<file path="src/rtl/ecc_fix_pkg.sv">
package ecc_fix_pkg;

    typedef enum logic [1:0] {
        ST_CLEAN      = 2'd0,
        ST_DATA_FIXED = 2'd1,
        ST_CODE_FIXED = 2'd2,
        ST_UNCORR     = 2'd3
    } fix_status_e;

    typedef enum logic [2:0] {
        PH_IDLE   = 3'd0,
        PH_EVAL   = 3'd1,
        PH_READ   = 3'd2,
        PH_WRITE  = 3'd3,
        PH_FINISH = 3'd4
    } phase_e;

endpackage

</file>
<file path="src/rtl/ecc_code_unpack.sv">
module ecc_code_unpack #(
    parameter int HALF_W        = 12,
    parameter bit INVERT_STORED = 1'b1,
    localparam int CODE_W       = 2 * HALF_W
) (
    input  logic [CODE_W-1:0] stored_raw,
    input  logic [CODE_W-1:0] calc,
    output logic [HALF_W-1:0] syn_odd,
    output logic [HALF_W-1:0] syn_even
);
    logic [CODE_W-1:0] stored_true;

    generate
        if (INVERT_STORED) begin : g_inv
            assign stored_true = ~stored_raw;
        end else begin : g_plain
            assign stored_true = stored_raw;
        end
    endgenerate

    // Low half: byte0 plus low nibble of byte1; high half: the rest.
    logic [HALF_W-1:0] st_lo, st_hi, ca_lo, ca_hi;
    assign st_lo = stored_true[HALF_W-1:0];
    assign st_hi = stored_true[CODE_W-1:HALF_W];
    assign ca_lo = calc[HALF_W-1:0];
    assign ca_hi = calc[CODE_W-1:HALF_W];

    assign syn_odd  = st_lo ^ ca_lo;
    assign syn_even = st_hi ^ ca_hi;
endmodule

</file>
<file path="src/rtl/syndrome_classify.sv">
module syndrome_classify
    import ecc_fix_pkg::*;
#(
    parameter int SEG_ADDR_W = 9,
    parameter int BIT_IDX_W  = 3,
    localparam int HALF_W    = SEG_ADDR_W + BIT_IDX_W
) (
    input  logic [HALF_W-1:0]     syn_odd,
    input  logic [HALF_W-1:0]     syn_even,
    output fix_status_e           cls_status,
    output logic [SEG_ADDR_W-1:0] cls_byte,
    output logic [BIT_IDX_W-1:0]  cls_bit
);
    logic [HALF_W-1:0] merged;
    logic              is_zero, is_compl, is_single;

    assign merged    = syn_odd | syn_even;
    assign is_zero   = (merged == '0);
    assign is_compl  = (syn_odd == ~syn_even);
    assign is_single = !is_zero && ((merged & (merged - HALF_W'(1))) == '0);

    always_comb begin
        cls_byte = '0;
        cls_bit  = '0;
        if (is_zero) begin
            cls_status = ST_CLEAN;
        end else if (is_compl) begin
            cls_status = ST_DATA_FIXED;
            cls_byte   = syn_odd[HALF_W-1:BIT_IDX_W];
            cls_bit    = syn_odd[BIT_IDX_W-1:0];
        end else if (is_single) begin
            cls_status = ST_CODE_FIXED;
        end else begin
            cls_status = ST_UNCORR;
        end
    end
endmodule

</file>
<file path="src/rtl/ecc_syndrome_fixer.sv">
module ecc_syndrome_fixer
    import ecc_fix_pkg::*;
#(
    parameter int  SEG_BYTES     = 512,
    parameter bit  INVERT_STORED = 1'b1,
    localparam int BYTE_W        = 8,
    localparam int BIT_IDX_W     = $clog2(BYTE_W),
    localparam int SEG_ADDR_W    = $clog2(SEG_BYTES),
    localparam int HALF_W        = SEG_ADDR_W + BIT_IDX_W,
    localparam int CODE_W        = 2 * HALF_W
) (
    input  logic                  clk,
    input  logic                  rst_n,
    input  logic                  start,
    input  logic [CODE_W-1:0]     stored_code,
    input  logic [CODE_W-1:0]     calc_code,
    output logic [SEG_ADDR_W-1:0] buf_addr,
    output logic                  buf_rd_en,
    input  logic [BYTE_W-1:0]     buf_rdata,
    output logic                  buf_wr_en,
    output logic [BYTE_W-1:0]     buf_wdata,
    output logic                  done,
    output logic [1:0]            status,
    output logic [SEG_ADDR_W-1:0] err_byte,
    output logic [BIT_IDX_W-1:0]  err_bit
);
    typedef struct packed {
        phase_e                phase;
        logic [CODE_W-1:0]     stored;
        logic [CODE_W-1:0]     calc;
        fix_status_e           stat;
        logic [SEG_ADDR_W-1:0] loc_byte;
        logic [BIT_IDX_W-1:0]  loc_bit;
    } fixer_state_t;

    fixer_state_t state_d, state_q;

    logic [HALF_W-1:0]     syn_odd, syn_even;
    fix_status_e           cls_status;
    logic [SEG_ADDR_W-1:0] cls_byte;
    logic [BIT_IDX_W-1:0]  cls_bit;

    ecc_code_unpack #(
        .HALF_W        (HALF_W),
        .INVERT_STORED (INVERT_STORED)
    ) u_unpack (
        .stored_raw (state_q.stored),
        .calc       (state_q.calc),
        .syn_odd    (syn_odd),
        .syn_even   (syn_even)
    );

    syndrome_classify #(
        .SEG_ADDR_W (SEG_ADDR_W),
        .BIT_IDX_W  (BIT_IDX_W)
    ) u_classify (
        .syn_odd    (syn_odd),
        .syn_even   (syn_even),
        .cls_status (cls_status),
        .cls_byte   (cls_byte),
        .cls_bit    (cls_bit)
    );

    always_comb begin
        state_d = state_q;
        unique case (state_q.phase)
            PH_IDLE: begin
                if (start) begin
                    state_d.stored = stored_code;
                    state_d.calc   = calc_code;
                    state_d.phase  = PH_EVAL;
                end
            end
            PH_EVAL: begin
                state_d.stat     = cls_status;
                state_d.loc_byte = cls_byte;
                state_d.loc_bit  = cls_bit;
                state_d.phase    = (cls_status == ST_DATA_FIXED) ? PH_READ : PH_FINISH;
            end
            PH_READ:   state_d.phase = PH_WRITE;
            PH_WRITE:  state_d.phase = PH_FINISH;
            PH_FINISH: state_d.phase = PH_IDLE;
            default:   state_d.phase = PH_IDLE;
        endcase
    end

    always_ff @(posedge clk or negedge rst_n) begin
        if (!rst_n) begin
            state_q <= '{phase: PH_IDLE, stored: '0, calc: '0, stat: ST_CLEAN,
                         loc_byte: '0, loc_bit: '0};
        end else begin
            state_q <= state_d;
        end
    end

    assign buf_addr  = state_q.loc_byte;
    assign buf_rd_en = (state_q.phase == PH_READ);
    assign buf_wr_en = (state_q.phase == PH_WRITE);
    assign buf_wdata = buf_rdata ^ (BYTE_W'(1) << state_q.loc_bit);
    assign done      = (state_q.phase == PH_FINISH);
    assign status    = state_q.stat;
    assign err_byte  = state_q.loc_byte;
    assign err_bit   = state_q.loc_bit;


    wr_follows_rd_chk: assert property (@(posedge clk) disable iff (!rst_n)
        buf_wr_en |-> $past(buf_rd_en));

    wr_addr_stable_chk: assert property (@(posedge clk) disable iff (!rst_n)
        buf_wr_en |-> $stable(buf_addr));

    fix_done_after_wr_chk: assert property (@(posedge clk) disable iff (!rst_n)
        (done && status == ST_DATA_FIXED) |-> $past(buf_wr_en));

    wr_only_data_fix_chk: assert property (@(posedge clk) disable iff (!rst_n)
        buf_wr_en |-> (status == ST_DATA_FIXED));

    done_pulse_chk: assert property (@(posedge clk) disable iff (!rst_n)
        done |=> !done);

    strobe_excl_chk: assert property (@(posedge clk) disable iff (!rst_n)
        $onehot0({buf_rd_en, buf_wr_en, done}));
endmodule

</file>
<file path="config.mk">
export PLATFORM = sky130hd
export DESIGN_NAME = ecc_syndrome_fixer
export DESIGN_NICKNAME = d
export VERILOG_FILES = /design/src/rtl/ecc_fix_pkg.sv /design/src/rtl/ecc_code_unpack.sv /design/src/rtl/syndrome_classify.sv /design/src/rtl/ecc_syndrome_fixer.sv
export SDC_FILE = /design/constraint.sdc
export NUM_CORES = 1
export LEC_CHECK = 0
export BUFFER_PORTS_ARGS = -buffer_cell sky130_fd_sc_hd__buf_2
export CAP_MARGIN = 0
export CELL_PAD_IN_SITES_DETAIL_PLACEMENT = 0
export CELL_PAD_IN_SITES_GLOBAL_PLACEMENT = 1
export CORE_MARGIN = 2
export CORE_UTILIZATION = 25
export CTS_CLUSTER_SIZE = 8
export DETAILED_ROUTE_END_ITERATION = 10
export HOLD_SLACK_MARGIN = 0.1
export PLACE_DENSITY = 0.56
export SLEW_MARGIN = 40
export SYNTH_ARGS = -nofsm -noshare
export SYNTH_HDL_FRONTEND = slang
export SYNTH_SLANG_ARGS = --single-unit
</file>
<file path="constraint.sdc">
create_clock -name clk -period 2.63 [get_ports clk]
set_input_delay 0.263 -clock clk [delete_from_list [all_inputs] [get_ports clk]]
set_output_delay 0.263 -clock clk [all_outputs]
set_load 0.05 [all_outputs]
</file>
; ---- Word-level counts from Yosys, hierarchy flattened
; Cells that the tools add are included.
[word_totals]
reg_bits = 65
output_inout_bits = 34
elab_cells = 38
in_bits = 59
[op_classes]
shift = 1
muxes = 10
n_reduce_logical = 6
n_eq_ne = 7
bitwise_logic = 7
addsub = 1
[op_table]
columns = cell, n
row1 = 51-bit two-way mux, 1
row2 = 12-bit logical NOT, 2
row3 = 24-bit NOT, 1
row4 = 12-bit bitwise XOR, 2
row5 = 9-bit two-way mux, 2
row6 = 12-bit AND, 1
row7 = 12-bit == test, 1
row8 = 12-bit NOT, 1
row9 = 12-bit bitwise OR, 1
row10 = 3-bit case mux with 4 select lines, 1
row11 = 12-bit by 1-bit subtractor with 12-bit output (second input constant), 1
row12 = 3-bit two-way mux, 3
row13 = 1-bit by 3-bit left shift with 8-bit output (first input constant), 1
row14 = 8-bit bitwise XOR, 1
row15 = 3-bit by 2-bit == test with 1-bit output (second input constant), 2
row16 = 2-bit two-way mux, 2
row17 = 3-bit by 1-bit == test with 1-bit output (second input constant), 1
row18 = 3-bit == test (second input constant), 1
row19 = 3-bit logical NOT, 1
row20 = 2-bit by 1-bit == test with 1-bit output (second input constant), 1
row21 = 2-bit != test (second input constant), 1
row22 = 2-bit AND reduction, 1
row23 = 1-bit logical AND, 1
row24 = 1-bit logical NOT, 1
row25 = 1-bit two-way mux, 1

; ---- Longest topological paths before layout
; Gate-level depths: netlist of the first run.
[depth]
ltp_word = 13
depth_mapped = 7
depth_no_buf = 7

; ---- Modules after synthesis
; Synthesis of the first run repeated with hierarchy kept, for this count alone.
[unflattened]
cells_unflattened = 297
hier_area_um2 = 3552.2
[by_module_without_submodules]
columns = module, seq_area_each_um2, cells_per_inst, n_inst, area_per_inst_um2
row1 = ecc_syndrome_fixer, 1626.6, 187, 1, 2768.9
row2 = syndrome_classify, 0.0, 86, 1, 573.0
row3 = ecc_code_unpack, 0.0, 24, 1, 210.2

; ---- Worst setup path before layout of the first run
; Ideal clock, no wire load.
[synth_timing]
path_type = flip-flop to flip-flop
startpoint = register state_q[14] (netlist bit)
endpoint = register state_q, in the netlist buf_addr[1]
t_arrival_ps = 1923
required_ps = 2503
path_stages_with_launch = 8
path_slack_ps = 580
synth_period_minus_slack_ps = 2050
setup_time_ps = 127
path_cell_list = dfrtp_1 -> xor2_1 -> ha_1 -> nand3_1 -> nor4_1 -> or3_4 -> buf_6 -> o21ai_2
[synth_via]
elab_chain_len = 4
elab_cells_between_ends = 6
cone_classes = 1 x eq/ne / 2 x mux / 2 x bitwise / 1 x reduce/logical
[synth_rtl]
columns = item, line
row1 = "start, declared", ecc_syndrome_fixer.sv:36  ; fixer_state_t state_d, state_q;
row2 = "start signal, assigned", ecc_syndrome_fixer.sv:89  ; state_q <= '{phase: PH_IDLE, stored: '0, calc: '0, stat: ST_CLEAN,
row3 = "start signal, assigned", ecc_syndrome_fixer.sv:92  ; state_q <= state_d;
row4 = 12-bit bitwise XOR *, ecc_code_unpack.sv:28  ; assign syn_odd = st_lo ^ ca_lo;
row5 = 12-bit == test / 12-bit bitwise OR (equally long branches), "syndrome_classify.sv:19, syndrome_classify.sv:17"
row6 = 9-bit two-way mux / 12-bit logical NOT (equally long branches), "syndrome_classify.sv:27, syndrome_classify.sv:18"
row7 = 9-bit two-way mux *, syndrome_classify.sv:25  ; if (is_zero) begin
; Every way passes the cells marked *; elsewhere a longest branch is shown, timed or not.
; A chain may end at the register's enable or synchronous reset.

; ---- Worst setup path after layout of the first run
[layout_timing]
startpoint = register state_q[18] (netlist bit)
endpoint = register state_q, in the netlist buf_addr[8]
; Same word-level chain as after synthesis.

==> results.toml, run 1 <==
[outcome]
status = "complete, no violations"

[setup_path]
cp_data_required_time_ps = 2870
critPathMaxFanout = 12
max_stage_delay_ps = 450
cp-start-kind = "flip-flop"
endpoint_kind = "flip-flop"
crit_chain = "xor2_1 > ha_1 > nand4_1 > or3_1 > or3_4 > o21ai_0"
critical_path_class = "flip-flop to flip-flop"
cp.arrival_ps = 2450
critPathSlowestCell = "or3_4"

[detailed_routing]
route.vias.total = 2215
drtPass1Iterations = 4
drt_iter0_markers = 36
detail_route.wl_per_cell_um = 13.3
drc = 0
routed_wl_mm = 7.05
viasPerCell = 4.20
ant_nets = 0

[global_route]
use_met2_pct = 16.9
grt_pass1_wl_mm = 11.6
grt_busiest_layer = "met2"
grt_start_max_net_pins = 47
grtUsageMet3_pct = 2.99
grt_usage_pct = 10.6
antenna_found_initial = 0
grt_overflow = 0
grtUsageMet1_pct = 13.6
grt_pass1_vias = 2228

[final_layout]
n_antenna_cell = 0
postLayoutCoreUtil_pct = 31.3
drive_above_1_share_pct = 48.3
multi_input_area_mm2 = 0.00149
regArea_mm2 = 0.00163
nFillCells = 1372
final_cells = 528
syn_to_final_growth_pct = 22.9
nets = 422

[yosys]
yosysSeqAreaShare_pct = 48.6
synth_seq_cells = 65
ys_warn_count = 0
async_reset_ff_share_pct = 100
synth_top_cell_by_area = "dfrtp_1"
syn_inst = 275
syn-mean-instance-area_um2 = 12.2
synth.most_common_cell = "dfrtp_1"
syn-num-nets = 348
synth.top_cell.area_share_pct = 48.6
synth_edf_count = 0
synth-main-ff-cell = "dfrtp_1"
ys_types = 30
netlist_area_mm2 = 0.00335
synth.area.top_cells = "dfrtp_1 (49%), mux2_2 (16%), xor2_1 (7.3%), buf_4 (5.4%), ha_1 (5.2%)"
synth_commonest_cells = "dfrtp_1 (65), mux2_2 (48), xor2_1 (28), buf_4 (24), nand2_1 (21)"

[power]
power_switching_mw = 1.13
leakagePower_nw = 1.91
power_frac_comb_pct = 31.5
switching_share_pct = 32.7
clkPwrFrac_pct = 29.1
intPower_mw = 2.32
ir_drop_uv = 300
seqPwrFrac_pct = 39.4
p_per_area_mw_per_mm2 = 838

[clocking]
root_buffer = "clkbuf_16"
clk_pin_slew_ps = 50
cts_made_buffers = 9
clockBufferDepth = 2
htreeDepth = 3
postCtsResizedCells = 0
cts.sink_count = 65
clock_latency_ps = 320
cts_tree = "yes"

[job]
maxCapViolations = 0

[die]
die_x_um = 120
placementRows = 42
initial_core_util_pct = 25.5
core_area_mm2 = 0.0131
boundaryPins = 93
die_y_um = 120
dieArea_mm2 = 0.0143

[placement]
post-place-cells = 513
place_congestion = 0.803
port_buffers = 92
dp_hpwl_mm = 5.66

[timing]
hold_viol = 0
worst_pin_slew_ps = 445
drv_slew = 0
final.min_clock_period_ps = 2220
max_freq_mhz = 451
relSlewSlack_pct = 70.2
fin_setup_tns_ps = 0
period_share_pct = 84.4
finalSetupViolations = 0
worst_clock_skew_ps = 9.01
rsz0062_at_grt = "false"

[hold_path]
hp-class = "input port to flip-flop"
[kinds of logic after synthesis]
| group | Yosys count | synth area share, % |
|---|---|---|
| adder cells (fa/ha/maj) | 15 | 5.53 |
| flip-flops | 65 | 48.6 |
| buffers and inverters | 35 | 7.06 |
| AND/OR/NAND/NOR | 57 | 9.16 |
| XOR/XNOR | 32 | 8.37 |
| AO/OA/AOI/OAI | 22 | 4.86 |
| multiplexers | 49 | 16.4 |
[layout by cell type, fill, tap and decap left out]
master | netlist | routed
a31oi_1 | 3 | 3
and3b_1 | 1 | 1
buf_12 | 0 | 1
buf_2 | 6 | 91
buf_4 | 24 | 5
clkbuf_1 | 4 | 1
clkbuf_16 | 0 | 9
clkinv_2 | 0 | 3
clkinvlp_4 | 0 | 1
dfrtp_1 | 65 | 65
dlygate4sd3_1 | 0 | 1
ha_1 | 14 | 14
maj3_1 | 1 | 1
mux2_2 | 48 | 48
mux2i_1 | 1 | 1
nand2_1 | 21 | 21
nand3_1 | 5 | 5
nand3b_1 | 2 | 2
nand4_1 | 7 | 7
nor2_1 | 5 | 5
nor3_1 | 5 | 5
nor3b_1 | 5 | 5
nor4_1 | 2 | 2
nor4b_4 | 0 | 1
o2111ai_1 | 1 | 1
o21a_1 | 1 | 1
o21ai_0 | 5 | 5
o21ai_2 | 10 | 10
o31ai_1 | 2 | 2
or3_1 | 1 | 1
or3_4 | 1 | 1
or3b_1 | 1 | 1
xnor2_1 | 4 | 4
xor2_1 | 28 | 28
[layout make-up]
| class | count | area share [%] |
|---|---|---|
| multi-input cells | 175 | 36.3 |
| clock buffers | 10 | 5.56 |
| well taps | 176 | 5.35 |
| repair buffers | 98 | 12.7 |
| flip-flops and latches | 65 | 39.5 |
| clock inverters | 4 | 0.547 |
[power by group through the flow]
stage / clock, mW / combinational, mW / sequential, mW
final: 1.00 / 1.09 / 1.36
after floorplan: 0 / 0.792 / 1.34
after detailed placement: 0 / 1.12 / 1.38
after global placement: 0 / 1.12 / 1.37
after CTS: 1.04 / 1.13 / 1.36
after global routing: 1.10 / 1.24 / 1.39
[final timing paths]
check / startpoint / end / slack (ps) / cells after the start
setup / recovery: state_q[18]$_DFFE_PN0P_ / buf_addr[8]$_DFFE_PN0P_ / 410 / 6
hold / removal: calc_code[6] / state_q[20]$_DFFE_PN0P_ / 170 / 2
setup reg to reg: state_q[18]$_DFFE_PN0P_ / buf_addr[8]$_DFFE_PN0P_ / 410 / 6
hold reg to reg: status[1]$_DFFE_PN0P_ / status[1]$_DFFE_PN0P_ / 480 / 2
max in group asynchronous: rst_n / state_q[39]$_DFFE_PN0P_ / 1570 / 3
min in group asynchronous: rst_n / buf_addr[6]$_DFFE_PN0P_ / 440 / 2
[through the flow]
step	worst slack [ps]	total power [mW]	cell area, um2	hold WS, ps
global route	219	3.73	4120	166
floorplan	580	2.13	3350	-32.6
finish	411	3.45	4120	174
detailed placement	420	2.50	3850	375
global placement	425	2.49	3850	370
CTS	406	3.53	4110	161
[routing by layer]
metal | vias up | part of all wire [%] | wire (um)
met2 | 70 | 46 | 3260
met4 | 0 | 1.6 | 110
li1 | 1090 | - | -
met5 | - | 0 | 0
met3 | 8 | 5.4 | 379
met1 | 1047 | 47 | 3300
[worst max-delay path, delay by kind of cell, from the launching register on]
family / cells / cell delay, ps
flip-flops: 1 / 380
AO/OA/AOI/OAI: 1 / 170
adder cells (fa/ha/maj): 1 / 220
AND/OR/NAND/NOR: 3 / 970
XOR/XNOR: 1 / 400
[state kept, by name, summed over array words and instances (netlist names)]
signal    cells
buf_addr      9
err_bit       3
state_q      51
status        2
[timing repair]
item | in CTS | in global routing
setup buffers | 0 | 0
hold buffers | 1 | 0
hold endpoints to repair | 30 | 0
endpoints found under the setup margin | 0 | 0
No activity file was read; power rests on OpenSTA's default activity.
==> run 2, diff against run 1 <==
Clock period 2.63 ns to 2.25 ns, I/O delays scaled along.
==> run 2 against run 1 <==
  * Flip-flop and latch count stayed put
  * Critical path type unchanged
  * Global-route usage hardly changed
  * Critical path depth stayed put
  * Clock-buffer cell count is 1 lower
  * Critical endpoint unchanged
==> results.toml, run 2 (synthesis gave the netlist of run 1 again) <==
[die]
die_y_um = 120
placementRows = 42
dieArea_mm2 = 0.0143
die_x_um = 120
core_area_mm2 = 0.0131
boundaryPins = 93
initial_core_util_pct = 25.5

[job]
maxCapViolations = 0

[detailed_routing]
drtPass1Iterations = 4
drt-met1-wl_mm = 3.33
route.vias.total = 2260
wl_met3_um = 509
detail_route.wl_per_cell_um = 13.3
drt_iter0_markers = 47
viasPerCell = 4.22
top_layer_used = "met4"
wl_met2_mm = 3.16
drc = 0
routed_wl_mm = 7.13
ant_nets = 0

[timing]
final.min_clock_period_ps = 2170
fin_setup_tns_ps = 0
finalSetupViolations = 0
period_share_pct = 96.4
drv_slew = 0
relSlewSlack_pct = 72.9
worst_clock_skew_ps = 3.48
hold_viol = 0
worst_pin_slew_ps = 405
rsz0062_at_grt = "true"
max_freq_mhz = 461
finalWorstSetupSlack_ps = 81.2

[setup_path]
critical_path_buf_inv_count = 0
endpoint_kind = "flip-flop"
critPathSlowestCell = "or3_4"
critical_path_class = "flip-flop to flip-flop"
cp_data_required_time_ps = 2500
crit_chain = "xor2_2 > ha_2 > nand4_1 > or3_1 > or3_4 > o21ai_0"
cp.arrival_ps = 2410
r2r_cells = 6
critPathTopFamily = "simple AND/OR/NAND/NOR gates"
cp-start-kind = "flip-flop"
path_depth = 6
max_stage_delay_ps = 450
critPathMaxFanout = 12

[placement]
port_buffers = 92
place_congestion = 0.747
dp_hpwl_mm = 5.69
place_ws_ps = -14.3

[clocking]
cts_made_buffers = 9
htreeDepth = 3
cts.sink_count = 65
cts_tree = "yes"
clock_latency_ps = 320
root_buffer = "clkbuf_16"
cts_setup_buffers = 0
clockBufferDepth = 2
clk_pin_slew_ps = 50

[global_route]
grt_start_max_net_pins = 47
grt_pass1_wl_mm = 11.6
grt_overflow = 0
grt_usage_pct = 10.6
grt_pass1_vias = 2257
antenna_found_initial = 0

[final_layout]
final_common_cell = "buf_2"
top_register = "state_q"
n_antenna_cell = 0
nets = 428
largest_register_ffs = 51
mostFrequentLayoutCells = "buf_2 (92), dfrtp_1 (65), mux2_2 (48), xor2_1 (26), nand2_1 (21)"
drive_above_1_share_pct = 50.8
syn_to_final_growth_pct = 28.3
nFillCells = 1347

[power]
p_per_area_mw_per_mm2 = 1060
leakagePower_nw = 1.99
ir_drop_uv = 411

[outcome]
status = "complete, no violations"

[hold_path]
hp-class = "input port to flip-flop"
whs_path_depth = 2
## run 2: final timing paths
path,slack (ps),from,endpoint
max in group asynchronous,1260,rst_n,state_q[51]$_DFFE_PN0P_
setup / recovery,80,state_q[14]$_DFFE_PN0P_,buf_addr[8]$_DFFE_PN0P_
hold / removal,130,stored_code[15],state_q[53]$_DFFE_PN0P_
setup reg to reg,80,state_q[14]$_DFFE_PN0P_,buf_addr[8]$_DFFE_PN0P_
hold reg to reg,490,status[1]$_DFFE_PN0P_,status[1]$_DFFE_PN0P_
min in group asynchronous,360,rst_n,state_q[47]$_DFFE_PN0P_
## run 2: layout make-up
| cell class | count | area, um2 | share of cell area (%) |
|---|---|---|---|
| clock inverter | 7 | 119 | 2.77 |
| sequential | 65 | 1630 | 37.9 |
| tap | 176 | 220 | 5.13 |
| multi-input combinational | 175 | 1530 | 35.5 |
| clock buffer | 9 | 225 | 5.24 |
| timing repair buffer | 104 | 578 | 13.5 |
## run 2: power by group
part | switching, mW | internal, mW
Combinational | 0.731 | 0.643
Clock | 0.506 | 1.08
Sequential | 0.175 | 1.42
Total | 1.41 | 3.14
## run 2: repair_timing
item,in CTS,in global routing
hold endpoints to repair,13,0
resized for setup,1,4
hold buffers,1,0
endpoints found under the setup margin,1,15
## run 2: metrics by stage
step	cell area, um2	power [mW]	utilization (%)	hold slack, ps	instances
after floorplan	3350	2.49	-	-70.6	275
after global placement	3910	3.00	29.8	170	519
after detailed placement	3910	3.00	29.8	169	519
after CTS	4270	4.62	32.5	115	536
after global routing	4300	4.88	32.7	122	536
final	4300	4.56	32.7	128	536
## run 2: routing by layer
metal / vias to the layer above / track usage, %
li1: 1105 / -
met1: 1060 / 14.1
met2: 82 / 16.2
met3: 13 / 3.61
met4: 0 / 3.53
met5: - / 0
==> run 3, diff against run 2 <==
Settings changed: CORE_MARGIN 2 to default, CTS_CLUSTER_SIZE 8 to default.
==> run 3 against run 2 <==
  * First-iteration DRC count is 45% higher
  * Sequential power hardly changed
  * Clock power decreased by 20%
  * Sequential share of layout area grew 0.88 points
  * Clock-buffer cell count is 4 higher
  * Maximum frequency increased by 2.1%
  * Critical endpoint is now err_bit[2]$_DFFE_PN0P_
  * Largest power group unchanged
  * Wire length increased by 0.76%
  * Highest routed layer unchanged
  * Largest cell class unchanged
==> results.toml, run 3 (synthesis gave the netlist of run 1 again) <==
[clocking]
cts_setup_buffers = 0
clock_latency_ps = 330
root_buffer = "clkbuf_16"
cts_tree = "yes"
cts_made_buffers = 9
htreeDepth = 3
cts.sink_count = 65
clk_pin_slew_ps = 50
clockBufferDepth = 2

[timing]
finalWorstSetupSlack_ps = 125
fin_setup_tns_ps = 0
relSlewSlack_pct = 67.9
max_freq_mhz = 471
worst_pin_slew_ps = 481
rsz0062_at_grt = "false"
final.min_clock_period_ps = 2120
period_share_pct = 94.4
worst_clock_skew_ps = 6.11
drv_slew = 0
hold_viol = 0
finalSetupViolations = 0
whs_ps = 129

[detailed_routing]
routed_wl_mm = 7.18
viasPerCell = 4.27
ant_nets = 0
drtPass1Iterations = 6
route.vias.total = 2261
drt_iter0_markers = 68
drc = 0
detail_route.wl_per_cell_um = 13.5

[final_layout]
drive_above_1_share_pct = 50.3
postLayoutCellArea_mm2 = 0.00420
nets = 426
regArea_mm2 = 0.00163
final_cells = 530
n_antenna_cell = 0
postLayoutCoreUtil_pct = 32.7
nFillCells = 1309
largest_register_ffs = 51
mostFrequentLayoutCells = "buf_2 (92), dfrtp_1 (65), mux2_2 (48), xor2_1 (24), nand2_1 (21)"
final_common_cell = "buf_2"
multi_input_area_mm2 = 0.00153
syn_to_final_growth_pct = 25.4
top_register = "state_q"

[outcome]
status = "complete, no violations"

[setup_path]
cp_data_required_time_ps = 2500
crit_chain = "xor2_2 > ha_1 > nand4_1 > or3_1 > or3_4 > o21ai_0"
critPathTopFamily = "simple AND/OR/NAND/NOR gates"
critPathMaxFanout = 12
cp-start-kind = "flip-flop"
worst-r2r-setup-slack_ps = 130
critical_path_buf_inv_count = 0
path_depth = 6
critical_path_class = "flip-flop to flip-flop"
cp.arrival_ps = 2370
r2r_start = "state_q[17]$_DFFE_PN0P_"
worst_r2r_endpoint = "err_bit[2]$_DFFE_PN0P_"
r2r_cells = 6
critPathSlowestCell = "or3_4"
endpoint_kind = "flip-flop"
max_stage_delay_ps = 450
critPathCapture = "err_bit[2]$_DFFE_PN0P_"
startpoint = "state_q[17]$_DFFE_PN0P_"

[global_route]
grt_overflow = 0
grt_pass1_vias = 2250
grt_pass1_wl_mm = 11.8
grt_start_max_net_pins = 47
grt_usage_pct = 11.2
antenna_found_initial = 0

[placement]
port_buffers = 92
dpl_cell_area_mm2 = 0.00388
place_congestion = 0.770
post-place-cells = 513
place_ws_ps = 11.1
dp_hpwl_mm = 5.69

[power]
ir_drop_uv = 380
p_per_area_mw_per_mm2 = 1000
leakagePower_nw = 1.95
fin_total_pwr_mw = 4.20

[die]
boundaryPins = 93
placementRows = 41
dieArea_mm2 = 0.0139
initial_core_util_pct = 26.1
die_x_um = 118
die_y_um = 118
core_area_mm2 = 0.0128

[hold_path]
hp-class = "input port to flip-flop"

[job]
maxCapViolations = 0
-- run 3: cell types whose count changed in the layout (fill, tap and decap cells not counted), moves of 2 or more --
cell,before,now
bufinv_16,3,0
clkbuf_1,0,2
clkbuf_8,0,2
clkinv_2,1,3
clkinvlp_4,2,0
xor2_1,26,24
xor2_2,2,4
-- run 3: how the worst min path moves through the flow --
stage / cells after the start / end / start / slack, ps
final: 2 / state_q[54]$_DFFE_PN0P_ / stored_code[16] / 130
after floorplan: 0 / buf_addr[0]$_DFFE_PN0P_ / rst_n / -70
after detailed placement: 1 / buf_addr[0]$_DFFE_PN0P_ / rst_n / 220
after global routing: 2 / state_q[54]$_DFFE_PN0P_ / stored_code[16] / 120
after global placement: 1 / buf_addr[0]$_DFFE_PN0P_ / rst_n / 220
after CTS: 2 / state_q[54]$_DFFE_PN0P_ / stored_code[16] / 110
-- run 3: layer usage --
metal  track usage (%)  vias up  share of wire [%]
met1              15.0     1071                 49
met5                 0        -                  0
li1                  -     1101                  -
met3              3.54        8                5.9
met2              16.3       81                 43
met4              5.29        0                1.7
-- run 3: where the power goes --
| group | switching (mW) | total (mW) | internal (mW) |
|---|---|---|---|
| logic | 0.714 | 1.33 | 0.616 |
| clock network | 0.469 | 1.27 | 0.799 |
| registers | 0.181 | 1.60 | 1.42 |
-- run 3: cell type report --
cell class / instances / area share [%]
repair buffers: 102 / 13.1
clock buffers: 13 / 6.20
flip-flops and latches: 65 / 38.7
well taps: 172 / 5.13
multi-input cells: 175 / 36.5
clock inverters: 3 / 0.358
-- run 3: timing repair --
action / 4_1_cts / 5_1_grt
pin swaps: 0 / 0
setup endpoints to repair: 1 / 13
hold buffers: 1 / 0
resized for setup: 1 / 5
endpoints found under the hold margin: 20 / 0
